`src/rtl/irq_cascade_pkg.sv`:
```
package irq_cascade_pkg;
  typedef enum logic [2:0] {
    RA_L0_STAT   = 3'd0,
    RA_L0_MASK   = 3'd1,
    RA_L1_STAT   = 3'd2,
    RA_L1_MASK   = 3'd3,
    RA_MAP_STAT  = 3'd4,
    RA_MAP_MASKA = 3'd5,
    RA_MAP_MASKB = 3'd6,
    RA_TMR_CLR   = 3'd7
  } reg_addr_e;

  localparam int NUM_GROUPS = 2;
  localparam int NUM_TIMERS = 2;

  function automatic reg_addr_e loc_mask_addr(input int g);
    return (g == 0) ? RA_L0_MASK : RA_L1_MASK;
  endfunction

  function automatic reg_addr_e map_mask_addr(input int g);
    return (g == 0) ? RA_MAP_MASKA : RA_MAP_MASKB;
  endfunction
endpackage

```
`src/rtl/irq_group.sv`:
```
module irq_group #(
  parameter int W = 8
) (
  input  logic         clk_i,
  input  logic         rst_ni,
  input  logic         wr_en_i,
  input  logic [W-1:0] wdata_i,
  input  logic [W-1:0] pend_i,
  output logic [W-1:0] mask_o,
  output logic         any_o
);
  logic [W-1:0] mask_q;

  always_ff @(posedge clk_i or negedge rst_ni) begin
    if (!rst_ni)      mask_q <= '0;
    else if (wr_en_i) mask_q <= wdata_i;
  end

  assign mask_o = mask_q;
  assign any_o  = |(pend_i & mask_q);


  mask_wr_chk: assert property (@(posedge clk_i) disable iff (!rst_ni)
    wr_en_i |=> mask_q == $past(wdata_i));

  mask_hold_chk: assert property (@(posedge clk_i) disable iff (!rst_ni)
    !wr_en_i |=> $stable(mask_q));
endmodule

```
`src/rtl/irq_tmr_latch.sv`:
```
module irq_tmr_latch #(
  parameter int N = 2
) (
  input  logic         clk_i,
  input  logic         rst_ni,
  input  logic [N-1:0] pulse_i,
  input  logic [N-1:0] clr_i,
  output logic [N-1:0] irq_o
);
  logic [N-1:0] prev_q, lat_q, rise;

  assign rise = pulse_i & ~prev_q;

  always_ff @(posedge clk_i or negedge rst_ni) begin
    if (!rst_ni) begin
      prev_q <= '0;
      lat_q  <= '0;
    end else begin
      prev_q <= pulse_i;
      lat_q  <= (lat_q & ~clr_i) | rise;  // new edge beats a clear
    end
  end

  assign irq_o = lat_q;

  for (genvar t = 0; t < N; t++) begin : g_chk

    tmr_set_chk: assert property (@(posedge clk_i) disable iff (!rst_ni)
      rise[t] |=> lat_q[t]);

    tmr_hold_chk: assert property (@(posedge clk_i) disable iff (!rst_ni)
      (lat_q[t] && !clr_i[t]) |=> lat_q[t]);

    tmr_clr_chk: assert property (@(posedge clk_i) disable iff (!rst_ni)
      (clr_i[t] && !rise[t]) |=> !lat_q[t]);
  end
endmodule

```
`src/rtl/irq_cascade_ctrl.sv`:
```
module irq_cascade_ctrl
  import irq_cascade_pkg::*;
#(
  parameter int W          = 8,
  parameter bit ACTIVE_LOW = 1'b0,
  parameter int CASC0_BIT  = 7,
  parameter int CASC1_BIT  = 3
) (
  input  logic                  clk_i,
  input  logic                  rst_ni,
  input  logic [2:0]            reg_addr_i,
  input  logic                  reg_wr_i,
  input  logic [W-1:0]          reg_wdata_i,
  output logic [W-1:0]          reg_rdata_o,
  input  logic [W-1:0]          loc0_irq_i,
  input  logic [W-1:0]          loc1_irq_i,
  input  logic [W-1:0]          map_irq_i,
  input  logic [NUM_TIMERS-1:0] tmr_pulse_i,
  output logic [NUM_GROUPS-1:0] cpu_irq_o,
  output logic [NUM_TIMERS-1:0] tmr_irq_o
);
  logic [NUM_GROUPS-1:0][W-1:0] loc_stat, loc_mask, map_mask;
  logic [NUM_GROUPS-1:0]        map_sum, loc_any;
  logic [NUM_GROUPS-1:0]        cpu_irq_q;
  logic [NUM_TIMERS-1:0]        tmr_clr;

  for (genvar g = 0; g < NUM_GROUPS; g++) begin : g_grp
    localparam int CB = (g == 0) ? CASC0_BIT : CASC1_BIT;
    logic [W-1:0] raw_g, stat_g, pend_g;

    irq_group #(.W(W)) u_map (
      .clk_i  (clk_i),
      .rst_ni (rst_ni),
      .wr_en_i(reg_wr_i && (reg_addr_i == map_mask_addr(g))),
      .wdata_i(reg_wdata_i),
      .pend_i (map_irq_i),
      .mask_o (map_mask[g]),
      .any_o  (map_sum[g])
    );

    assign raw_g = (g == 0) ? loc0_irq_i : loc1_irq_i;

    // cascade slot replaces the raw line, shown in the group's polarity
    always_comb begin
      stat_g     = raw_g;
      stat_g[CB] = ACTIVE_LOW ? ~map_sum[g] : map_sum[g];
    end

    assign pend_g      = ACTIVE_LOW ? ~stat_g : stat_g;
    assign loc_stat[g] = stat_g;

    irq_group #(.W(W)) u_loc (
      .clk_i  (clk_i),
      .rst_ni (rst_ni),
      .wr_en_i(reg_wr_i && (reg_addr_i == loc_mask_addr(g))),
      .wdata_i(reg_wdata_i),
      .pend_i (pend_g),
      .mask_o (loc_mask[g]),
      .any_o  (loc_any[g])
    );


    casc_idle_chk: assert property (@(posedge clk_i) disable iff (!rst_ni)
      ((map_irq_i & map_mask[g]) == '0) |-> (stat_g[CB] == ACTIVE_LOW));

    cpu_follow_chk: assert property (@(posedge clk_i) disable iff (!rst_ni)
      $past(rst_ni) |-> (cpu_irq_o[g] == $past(loc_any[g])));
  end

  always_ff @(posedge clk_i or negedge rst_ni) begin
    if (!rst_ni) cpu_irq_q <= '0;
    else         cpu_irq_q <= loc_any;
  end
  assign cpu_irq_o = cpu_irq_q;

  assign tmr_clr = (reg_wr_i && (reg_addr_i == RA_TMR_CLR)) ?
                   reg_wdata_i[NUM_TIMERS-1:0] : '0;

  irq_tmr_latch #(.N(NUM_TIMERS)) u_tmr (
    .clk_i  (clk_i),
    .rst_ni (rst_ni),
    .pulse_i(tmr_pulse_i),
    .clr_i  (tmr_clr),
    .irq_o  (tmr_irq_o)
  );

  always_comb begin
    unique case (reg_addr_e'(reg_addr_i))
      RA_L0_STAT:   reg_rdata_o = loc_stat[0];
      RA_L0_MASK:   reg_rdata_o = loc_mask[0];
      RA_L1_STAT:   reg_rdata_o = loc_stat[1];
      RA_L1_MASK:   reg_rdata_o = loc_mask[1];
      RA_MAP_STAT:  reg_rdata_o = map_irq_i;
      RA_MAP_MASKA: reg_rdata_o = map_mask[0];
      RA_MAP_MASKB: reg_rdata_o = map_mask[1];
      default:      reg_rdata_o = '0;
    endcase
  end
endmodule

```
`config.mk`:
```
export PLATFORM = sky130hd
export DESIGN_NAME = irq_cascade_ctrl
export DESIGN_NICKNAME = d
export VERILOG_FILES = /design/src/rtl/irq_cascade_pkg.sv /design/src/rtl/irq_group.sv /design/src/rtl/irq_tmr_latch.sv /design/src/rtl/irq_cascade_ctrl.sv
export SDC_FILE = /design/constraint.sdc
export NUM_CORES = 1
export LEC_CHECK = 0
export BUFFER_PORTS_ARGS = -buffer_cell sky130_fd_sc_hd__buf_4
export CORE_AREA = 2 2 68 70
export CTS_BUF_LIST = sky130_fd_sc_hd__clkbuf_8
export DETAILED_ROUTE_END_ITERATION = 8
export DIE_AREA = 0 0 70 72
export HOLD_SLACK_MARGIN = 0.12
export PLACE_DENSITY = 0.87
export SKIP_CTS_REPAIR_TIMING = 1
export SYNTH_ARGS = -nofsm -noshare
export SYNTH_HDL_FRONTEND = slang
export SYNTH_SLANG_ARGS = --single-unit
```
`constraint.sdc`:
```
create_clock -name clk_i -period 1.4 [get_ports clk_i]
set_input_delay 0.14 -clock clk_i [delete_from_list [all_inputs] [get_ports clk_i]]
set_output_delay 0.14 -clock clk_i [all_outputs]
set_load 0.05 [all_outputs]
```
==> impl_metrics.ini <==
[placement]
place_area_sq_mm = 0.00272
place_hpwl_um = 4410
port_buffers = 49
finalWeightedCongestion = 0.876
dp_worst_setup_slack_ns = -0.0719

[clock_network]
clk_root_buf = clkbuf_8
worstSkewPairLatency_ns = 0.30
buffer_depth_of_the_longest_clock_path = 2
clkTransAtPathRegs_ns = 0.07
cts_tree = done
ctsHtreeMaxLevel = 2
number_of_buffers_created_by_cts = 5
cts_num_sinks = 38

[pwr]
pwr-share-seq = 0.424
vdd_ir_drop_max_mv = 0.678
powerDensity_mw_per_mm2 = 1170
p_int_mw = 2.37
p_sw_mw = 1.15
switching_share = 0.326
clock_power_share = 0.219
comb_power_share = 0.358
overall_power_mw = 3.52
total_leakage_power_nw = 1.40

[critical_path]
timing.critical_path.fanout_max = 2
critPathLaunchType = register
worst_setup_path_startpoint = g_grp[0].u_map.mask_o[0]$_DFFE_PN0P_
regToRegStartpoint = g_grp[0].u_map.mask_o[0]$_DFFE_PN0P_
cp.arrival_ns = 1.64
regToRegSetupSlack_ns = 0.01
regToRegEndpoint = cpu_irq_o[0]$_DFF_PN0_
worst_r2r_path_depth = 5
timing.setup.critical_path_class = register to primary output
worst_setup_path_endpoint = reg_rdata_o[7]
worstPathRequired_ns = 1.26
worst_setup_path_end_kind = primary output

[timing]
setup_viol = 8
postLayoutSetupSlackWorst_ns = -0.381
post-route-min-period_ns = 1.78
layout_worst_path_cycle_share = 1.27
rsz0062_at_grt = true
totalNegativeSetupSlack_ns = -1.96
worst_slew_pin_slew_ns = 0.466
worst_clock_skew_ns = 0.00713
slew_viol_final = 0
max_freq_ghz = 0.561
max_slew_margin = 0.689
report.final.hold_viol_count = 0

[routing]
antenna_violating_nets_post_route = 0
detail_route.drc_violations = 0
drtPass1Iterations = 4
detail_route.iter0.violations = 146
route.final.wire_length_um = 6000
routedWlPerCell_um = 19.3
num_vias = 1892
detail_route.vias_per_cell = 6.08

[yosys]
synthFlopType = dfrtp_1
syn-cell-area_sq_mm = 0.00211
adder_cell_fraction_of_synth_area = 0
postSynthNetCount = 211
postSynthAreaPerCell_sq_um = 12.4
synth_compound_gate_area_share = 0.152
synth_cell_types = 39
ys_seq_area_frac = 0.450
syn_inst = 171
synth_mux_area_frac = 0.246
ys_async_sr_fraction = 1.00
yosys_warnings = 0
synth-edff-count = 0
synth.ff_latch_count = 38
yosys.area_share.simple = 0.111
main_combinational_cell_family_by_area_after_synthesis = multiplexers
post_synth_xor_area_fraction = 0

[layout]
layout.cells.most_common = buf_4
area_of_the_multi_input_gates_sq_mm = 0.00115
final_cell_mix = 71 x buf_4, 38 x dfrtp_1, 30 x mux2_2, 10 x a22oi_1, 10 x dlygate4sd3_1
nets = 298
design_area_sq_mm = 0.00302
areaGrowthSynthToFinish_pct = 42.9
final_layout_size_suffix_gt1_frac = 0.548
area.sequential_sq_um = 951
layout.filler_cells = 302
n_antenna_cell = 0
final_core_utilization = 0.708

[outcome]
failing_checks = setup timing
outcome = complete, but fails checks

[grt]
grtUsageTotal = 0.244
grt_pass1_vias = 1907
antenna_found_initial = 0
grt_first_pass_wirelength_um = 9220
grt_max_degree = 39
grt.overflow.total = 0

[worst_hold_path]
min_delay_path_depth = 2
min-delay-path-class = input pin to register
min_from = reg_wdata_i[0]

[floorplan]
floorplan.die.width_um = 70
floorplan.rows = 24
die_area_sq_mm = 0.00504
initial_core_util = 0.495
die_span_y_um = 72
core_area_sq_mm = 0.00426
pin_count = 52

[job]
drv.max_cap_violation_count = 0
through the flow:
stage                     hold slack [ns]  instances
final                               0.124        311
after global routing                0.129        311
after CTS                          -0.193        297
after detailed placement            0.128        289
after global placement              0.124        289
after floorplan                    -0.156        171
power by group through the flow:
stage / Sequential (mW) / Clock (mW) / Combinational, mW
2_1_floorplan: 1.51 / 0 / 0.644
3_3_place_gp: 1.49 / 0 / 1.09
3_5_place_dp: 1.51 / 0 / 1.13
4_1_cts: 1.48 / 0.782 / 1.13
5_1_grt: 1.52 / 0.829 / 1.34
6_report: 1.49 / 0.770 / 1.26
critical path, stage by stage, from the launching register on:
cell     delay, ns
dfrtp_1       0.40
a22oi_1       0.25
nand4_1       0.19
a211o_2       0.35
buf_8         0.15
per-layer routing:
layer  part of all wire  vias up  wire length (um)  global-route usage
met3              0.074       11               443              0.0597
li1                   -      851                 -                   -
met1               0.39      936              2330               0.289
met4              0.021        0               125               0.103
met5                  0        -                 0                   0
met2               0.52       94              3100               0.426
synth_stat cells (all sizes together) (3+ instances only):
master	n	area, sq um
a22oi	12	90.1
mux4	3	67.6
o21ai	9	45.0
inv	5	18.8
a2bb2oi	5	43.8
dfrtp	38	951
buf	8	62.6
a211o	3	26.3
nand4b	3	32.5
mux2	34	383
nand2	5	18.8
mux2i	7	70.1
nand3	5	35.0
nand4	3	18.8
cell families after synthesis:
group	count (synthesis)
AOI/OAI and AO/OA	44
muxes	44
DFF	38
and+or+nand+nor	31
buffers and inverters	14
state kept, by name, indices dropped and copies added, names as in the netlist:
name,count
g_grp.u_loc.mask_o,16
g_grp.u_map.mask_o,16
cpu_irq_o,2
u_tmr.irq_o,2
u_tmr.prev_q,2
layout make-up:
class | instances | share of cell area
Clock buffer | 6 | 0.0274
Clock inverter | 2 | 0.00290
Sequential cell | 38 | 0.315
Timing Repair Buffer | 89 | 0.247
Multi-Input combinational cell | 119 | 0.380
Inverter | 5 | 0.00622
Tap cell | 52 | 0.0216
how the worst min path moves through the flow:
stage                                           end  slack (ns)
5_1_grt        g_grp[1].u_map.mask_o[0]$_DFFE_PN0P_        0.13
4_1_cts                    u_tmr.irq_o[1]$_DFF_PN0_       -0.19
6_report       g_grp[1].u_loc.mask_o[0]$_DFFE_PN0P_        0.12
3_5_place_dp               u_tmr.irq_o[1]$_DFF_PN0_        0.13
2_1_floorplan                cpu_irq_o[0]$_DFF_PN0_       -0.16
3_3_place_gp              u_tmr.prev_q[1]$_DFF_PN0_        0.12
Power figures use the tool's default switching activity.
